===== config.mk =====
export PLATFORM = sky130hd
export DESIGN_NAME = apb_req_ctrl
export DESIGN_NICKNAME = d
export VERILOG_FILES = /design/src/rtl/apb_req_pkg.sv /design/src/rtl/apb_req_seq.sv /design/src/rtl/apb_req_hold.sv /design/src/rtl/apb_req_rsp.sv /design/src/rtl/apb_req_ctrl.sv
export SDC_FILE = /design/constraint.sdc
export NUM_CORES = 1
export LEC_CHECK = 0
export BUFFER_PORTS_ARGS = -buffer_cell sky130_fd_sc_hd__buf_4
export CAP_MARGIN = 20
export CORE_UTILIZATION = 40
export DETAILED_ROUTE_END_ITERATION = 10
export PLACE_DENSITY = 0.8
export SYNTH_ARGS = -nofsm -noshare
export SYNTH_HDL_FRONTEND = slang
export SYNTH_SLANG_ARGS = --single-unit

===== constraint.sdc =====
create_clock -name clk_i -period 3.7 [get_ports clk_i]
set_clock_uncertainty 0.2 [all_clocks]
set_input_delay 0.185 -clock clk_i [delete_from_list [all_inputs] [get_ports clk_i]]
set_output_delay 0.185 -clock clk_i [all_outputs]
set_load 0.01 [all_outputs]

===== src/rtl/apb_req_pkg.sv =====
package apb_req_pkg;
  typedef enum logic [1:0] {
    ST_IDLE   = 2'd0,
    ST_SETUP  = 2'd1,
    ST_ACCESS = 2'd2
  } xfer_state_e;
endpackage


===== src/rtl/apb_req_seq.sv =====
module apb_req_seq
  import apb_req_pkg::*;
(
  input  logic clk_i,
  input  logic rst_ni,
  input  logic cmd_valid_i,
  input  logic pready_i,
  output logic idle_o,
  output logic load_o,
  output logic sel_o,
  output logic enable_o,
  output logic done_o
);
  xfer_state_e state_q, state_d;

  assign idle_o   = (state_q == ST_IDLE);
  assign sel_o    = (state_q != ST_IDLE);
  assign enable_o = (state_q == ST_ACCESS);
  assign load_o   = idle_o && cmd_valid_i;
  assign done_o   = enable_o && pready_i;

  always_comb begin
    state_d = state_q;
    unique case (state_q)
      ST_IDLE:   if (cmd_valid_i) state_d = ST_SETUP;
      ST_SETUP:  state_d = ST_ACCESS;
      ST_ACCESS: if (pready_i) state_d = ST_IDLE;
      default:   state_d = ST_IDLE;
    endcase
  end

  always_ff @(posedge clk_i or negedge rst_ni) begin
    if (!rst_ni) state_q <= ST_IDLE;
    else         state_q <= state_d;
  end


  setup_one_cycle_chk: assert property (@(posedge clk_i) disable iff (!rst_ni)
    (sel_o && !enable_o) |=> (sel_o && enable_o));

  access_holds_chk: assert property (@(posedge clk_i) disable iff (!rst_ni)
    (enable_o && !pready_i) |=> enable_o);

  idle_after_done_chk: assert property (@(posedge clk_i) disable iff (!rst_ni)
    done_o |=> (!sel_o && !enable_o));

  enable_needs_sel_chk: assert property (@(posedge clk_i) disable iff (!rst_ni)
    enable_o |-> sel_o);
endmodule


===== src/rtl/apb_req_hold.sv =====
module apb_req_hold #(
  parameter int ADDR_W = 32,
  parameter int DATA_W = 32
) (
  input  logic              clk_i,
  input  logic              rst_ni,
  input  logic              load_i,
  input  logic              write_i,
  input  logic [ADDR_W-1:0] addr_i,
  input  logic [DATA_W-1:0] wdata_i,
  input  logic              busy_i,
  input  logic              stall_i,
  output logic              write_o,
  output logic [ADDR_W-1:0] addr_o,
  output logic [DATA_W-1:0] wdata_o
);
  always_ff @(posedge clk_i or negedge rst_ni) begin
    if (!rst_ni) begin
      write_o <= 1'b0;
      addr_o  <= '0;
      wdata_o <= '0;
    end else if (load_i) begin
      write_o <= write_i;
      addr_o  <= addr_i;
      wdata_o <= wdata_i;
    end
  end


  req_stable_chk: assert property (@(posedge clk_i) disable iff (!rst_ni)
    (busy_i && stall_i) |=> ($stable(addr_o) && $stable(write_o) && $stable(wdata_o)));
endmodule


===== src/rtl/apb_req_rsp.sv =====
module apb_req_rsp #(
  parameter int DATA_W = 32
) (
  input  logic              clk_i,
  input  logic              rst_ni,
  input  logic              done_i,
  input  logic              write_i,
  input  logic [DATA_W-1:0] prdata_i,
  input  logic              pslverr_i,
  output logic              valid_o,
  output logic [DATA_W-1:0] rdata_o,
  output logic              err_o
);
  always_ff @(posedge clk_i or negedge rst_ni) begin
    if (!rst_ni) begin
      valid_o <= 1'b0;
      rdata_o <= '0;
      err_o   <= 1'b0;
    end else begin
      valid_o <= done_i;
      if (done_i) begin
        err_o <= pslverr_i;
        if (!write_i) rdata_o <= prdata_i;
      end
    end
  end


  rsp_pulse_chk: assert property (@(posedge clk_i) disable iff (!rst_ni)
    valid_o |=> !valid_o);

  rsp_err_chk: assert property (@(posedge clk_i) disable iff (!rst_ni)
    done_i |=> (valid_o && err_o == $past(pslverr_i)));
endmodule


===== src/rtl/apb_req_ctrl.sv =====
module apb_req_ctrl #(
  parameter int ADDR_W = 32,
  parameter int DATA_W = 32
) (
  input  logic              clk_i,
  input  logic              rst_ni,
  input  logic              cmd_valid_i,
  output logic              cmd_ready_o,
  input  logic              cmd_write_i,
  input  logic [ADDR_W-1:0] cmd_addr_i,
  input  logic [DATA_W-1:0] cmd_wdata_i,
  output logic              rsp_valid_o,
  output logic [DATA_W-1:0] rsp_rdata_o,
  output logic              rsp_err_o,
  output logic              psel_o,
  output logic              penable_o,
  output logic              pwrite_o,
  output logic [ADDR_W-1:0] paddr_o,
  output logic [DATA_W-1:0] pwdata_o,
  input  logic              pready_i,
  input  logic [DATA_W-1:0] prdata_i,
  input  logic              pslverr_i
);
  logic idle, load, done;

  apb_req_seq u_seq (
    .clk_i       (clk_i),
    .rst_ni      (rst_ni),
    .cmd_valid_i (cmd_valid_i),
    .pready_i    (pready_i),
    .idle_o      (idle),
    .load_o      (load),
    .sel_o       (psel_o),
    .enable_o    (penable_o),
    .done_o      (done)
  );

  apb_req_hold #(.ADDR_W(ADDR_W), .DATA_W(DATA_W)) u_hold (
    .clk_i   (clk_i),
    .rst_ni  (rst_ni),
    .load_i  (load),
    .write_i (cmd_write_i),
    .addr_i  (cmd_addr_i),
    .wdata_i (cmd_wdata_i),
    .busy_i  (penable_o),
    .stall_i (!pready_i),
    .write_o (pwrite_o),
    .addr_o  (paddr_o),
    .wdata_o (pwdata_o)
  );

  apb_req_rsp #(.DATA_W(DATA_W)) u_rsp (
    .clk_i     (clk_i),
    .rst_ni    (rst_ni),
    .done_i    (done),
    .write_i   (pwrite_o),
    .prdata_i  (prdata_i),
    .pslverr_i (pslverr_i),
    .valid_o   (rsp_valid_o),
    .rdata_o   (rsp_rdata_o),
    .err_o     (rsp_err_o)
  );

  assign cmd_ready_o = idle;


  ready_only_idle_chk: assert property (@(posedge clk_i) disable iff (!rst_ni)
    cmd_ready_o |-> !psel_o);

  accept_to_setup_chk: assert property (@(posedge clk_i) disable iff (!rst_ni)
    (cmd_valid_i && cmd_ready_o) |=> (psel_o && !penable_o && paddr_o == $past(cmd_addr_i)));

  sel_rise_setup_chk: assert property (@(posedge clk_i) disable iff (!rst_ni)
    $rose(psel_o) |-> !penable_o);

  no_cmd_stay_idle_chk: assert property (@(posedge clk_i) disable iff (!rst_ni)
    (cmd_ready_o && !cmd_valid_i) |=> !psel_o);
endmodule


==> flow_summary.ini <==
[logic_synthesis]
syn_area_per_cell_sq_um = 17.9
yosysWarnings = 0
syn_nets = 321
synth_cell_types = 15
synthCells = 219
netlist_area_sq_um = 3920
synthTopCellsByCount = dfrtp_1, mux2_2, mux2_4, buf_4, mux2_1
yosys-top-cells-area = dfrtp_1, mux2_2, mux2_4, buf_12, buf_4
synth_enable_flop_cells = 0
yosysSeqAreaShare = 0.644
synth_top_area_frac = 0.644
synth_area_leader_cell = dfrtp_1
synth_seq_cells = 101
synth.most_common_cell = dfrtp_1
async_flop_share = 1.00
ys.flop_type = dfrtp_1

[clock_network]
clock-sinks = 101
insertion_delay_ns = 0.34
cts-root-buf = clkbuf_8
cts_tree = yes
clockBufferDepth = 2
cts_inserted_buffers = 9
cts-htree-levels = 3
clk_pin_slew_ns = 0.10

[power_and_ir_drop]
power_density_nw_per_um2 = 747
ir_drop_v = 0.000394
p_total_mw = 5.07
p_leak_nw = 3.22

[floorplanning]
fp.dieH_microns = 101
die_area_sq_um = 10200
row_count = 35
die_w_microns = 101
core_area_sq_um = 9370
io-pin-count = 204
start_util = 0.419

[cells_and_area]
nNetsFinal = 630
fill_cells = 623
drive_above_1_share = 0.604
final_area_sq_um = 6780
antenna_cells = 0
area_growth_pct = 72.8

[setup_path]
worstPathArrival_ns = 2.05
crit_required_ns = 3.73
crit_chain = nor4bb_4 -> buf_4 -> mux2_2
reg2reg_setup_slack_ns = 1.68
slowest_delay_ns = 0.53
cp_max_fo = 32
cp_slowest_cell = buf_4
startpoint_type = flop
critPathKind = reg -> reg
crit_path_end_kind = flop

[sta]
rsz0062_at_grt = false
worst_slack_ns = 1.68
holdWs_ns = 0.100
finalCriticalPeriod_ns = 2.02
fmax_ghz = 0.494
slew_violations = 0
setup_tns_ns = 0
relSlewSlack = 0.613
finalCritPeriodShare = 0.547
worst_slew_pin_slew_ns = 0.581
setup_violations = 0
hold_viol_final = 0

[place]
gp_congestion = 0.707
dp_hpwl_microns = 6520
postPlaceCellArea_sq_um = 5550
dp_slack_ns = 1.70
numPortBuffers = 203

[flow_run]
drv_cap = 0

[detailed_routing]
wire_per_inst_microns = 16.4
routed-via-count = 3024
totalWireLength_microns = 10900
vias_per_cell = 4.57
drtAntennaViolNets = 0
firstDrtPassIters = 4
drt_iter0_drc = 34
route.detailed.drc = 0

[global_route]
grt_pass1_vias = 3299
grt_pass1_wl_microns = 16400
grt_overflow = 0
grt_max_degree = 81
grt_usage = 0.211
antenna_found_initial = 0

[status]
outcome = complete, no violations

[worst_hold_path]
hp-class = in -> async
-- placed cells by master (no fill, tap or decap) --
master / count
dfrtp_1: 101
mux2_4: 30
inv_1: 2
buf_16: 1
or3b_2: 1
clkbuf_8: 9
nor2b_1: 1
o21ai_0: 1
dlygate4sd3_1: 100
nor3b_4: 1
or2_2: 1
nor4bb_4: 1
inv_6: 2
clkinv_4: 1
clkbuf_1: 1
buf_4: 208
bufinv_16: 1
mux2_1: 4
mux2_2: 64
and3b_1: 1
clkinvlp_4: 2
-- flip-flops by register name (all words and copies together) (netlist names) --
name            cells
u_rsp.valid_o       1
u_hold.wdata_o     32
u_hold.addr_o      32
u_rsp.err_o         1
u_hold.write_o      1
u_rsp.rdata_o      32
u_seq.state_q       2
-- what timing repair did --
action	in CTS	in global routing
gates resized for setup	0	0
hold buffers	100	0
hold endpoints to repair	178	0
setup buffers	0	0
-- report_power, final --
group	internal [mW]	leakage (nW)	switching, mW
logic	1.46	1.93	0.903
clock network	0.320	0.0935	0.382
registers	1.66	1.19	0.345
-- kinds of logic (layout without fill, tap and decap cells) --
kind of cell,Yosys count,count (layout),synth area share
multiplexers,98,98,0.310
AO/OA/AOI/OAI,1,1,0.00127
flip-flops,101,101,0.644
AND/OR/NAND/NOR,6,6,0.0134
buffers and inverters,13,327,0.0313
-- per-layer routing --
layer | GRT usage | vias to the layer above | wire [microns]
li1 | - | 1385 | -
met1 | 0.224 | 1502 | 3930
met2 | 0.408 | 119 | 6150
met3 | 0.0562 | 18 | 589
met4 | 0.0580 | 0 | 213
met5 | 0 | - | 0
-- final timing paths --
path	cells after the start	endpoint	startpoint
hold / removal	2	u_hold.wdata_o[17]$_DFFE_PN0P_	rst_ni
max in group asynchronous	4	u_hold.addr_o[29]$_DFFE_PN0P_	rst_ni
setup reg to reg	3	u_rsp.rdata_o[15]$_DFFE_PN0P_	u_seq.state_q[1]$_DFFE_PN0P_
hold reg to reg	1	u_hold.wdata_o[29]$_DFFE_PN0P_	u_hold.wdata_o[29]$_DFFE_PN0P_
min in group clk_i	3	u_seq.state_q[0]$_DFFE_PN0P_	cmd_valid_i
setup / recovery	3	u_rsp.rdata_o[15]$_DFFE_PN0P_	u_seq.state_q[1]$_DFFE_PN0P_
-- through the flow --
stage,std cells,util
after floorplan,219,-
after global placement,545,0.593
after detailed placement,545,0.593
after CTS,661,0.721
after global routing,662,0.723
final,662,0.723
-- worst max-delay path, delay by kind of cell, from the launching register on --
family                 cells  cell delay [ns]
buffers and inverters      1             0.53
AND/OR/NAND/NOR            1             0.31
multiplexers               1             0.39
flip-flops                 1             0.46
-- final cells by class --
| type | instances | area, sq um | area share |
|---|---|---|---|
| Inverter | 2 | 7.51 | 0.00111 |
| Tap cell | 129 | 161 | 0.0238 |
| Sequential cell | 101 | 2530 | 0.373 |
| Clock buffer | 10 | 128 | 0.0188 |
| Multi-Input combinational cell | 105 | 1290 | 0.191 |
| Timing Repair Buffer | 309 | 2590 | 0.382 |
| Clock inverter | 6 | 71.3 | 0.0105 |
(Power assumes the default switching activity.)
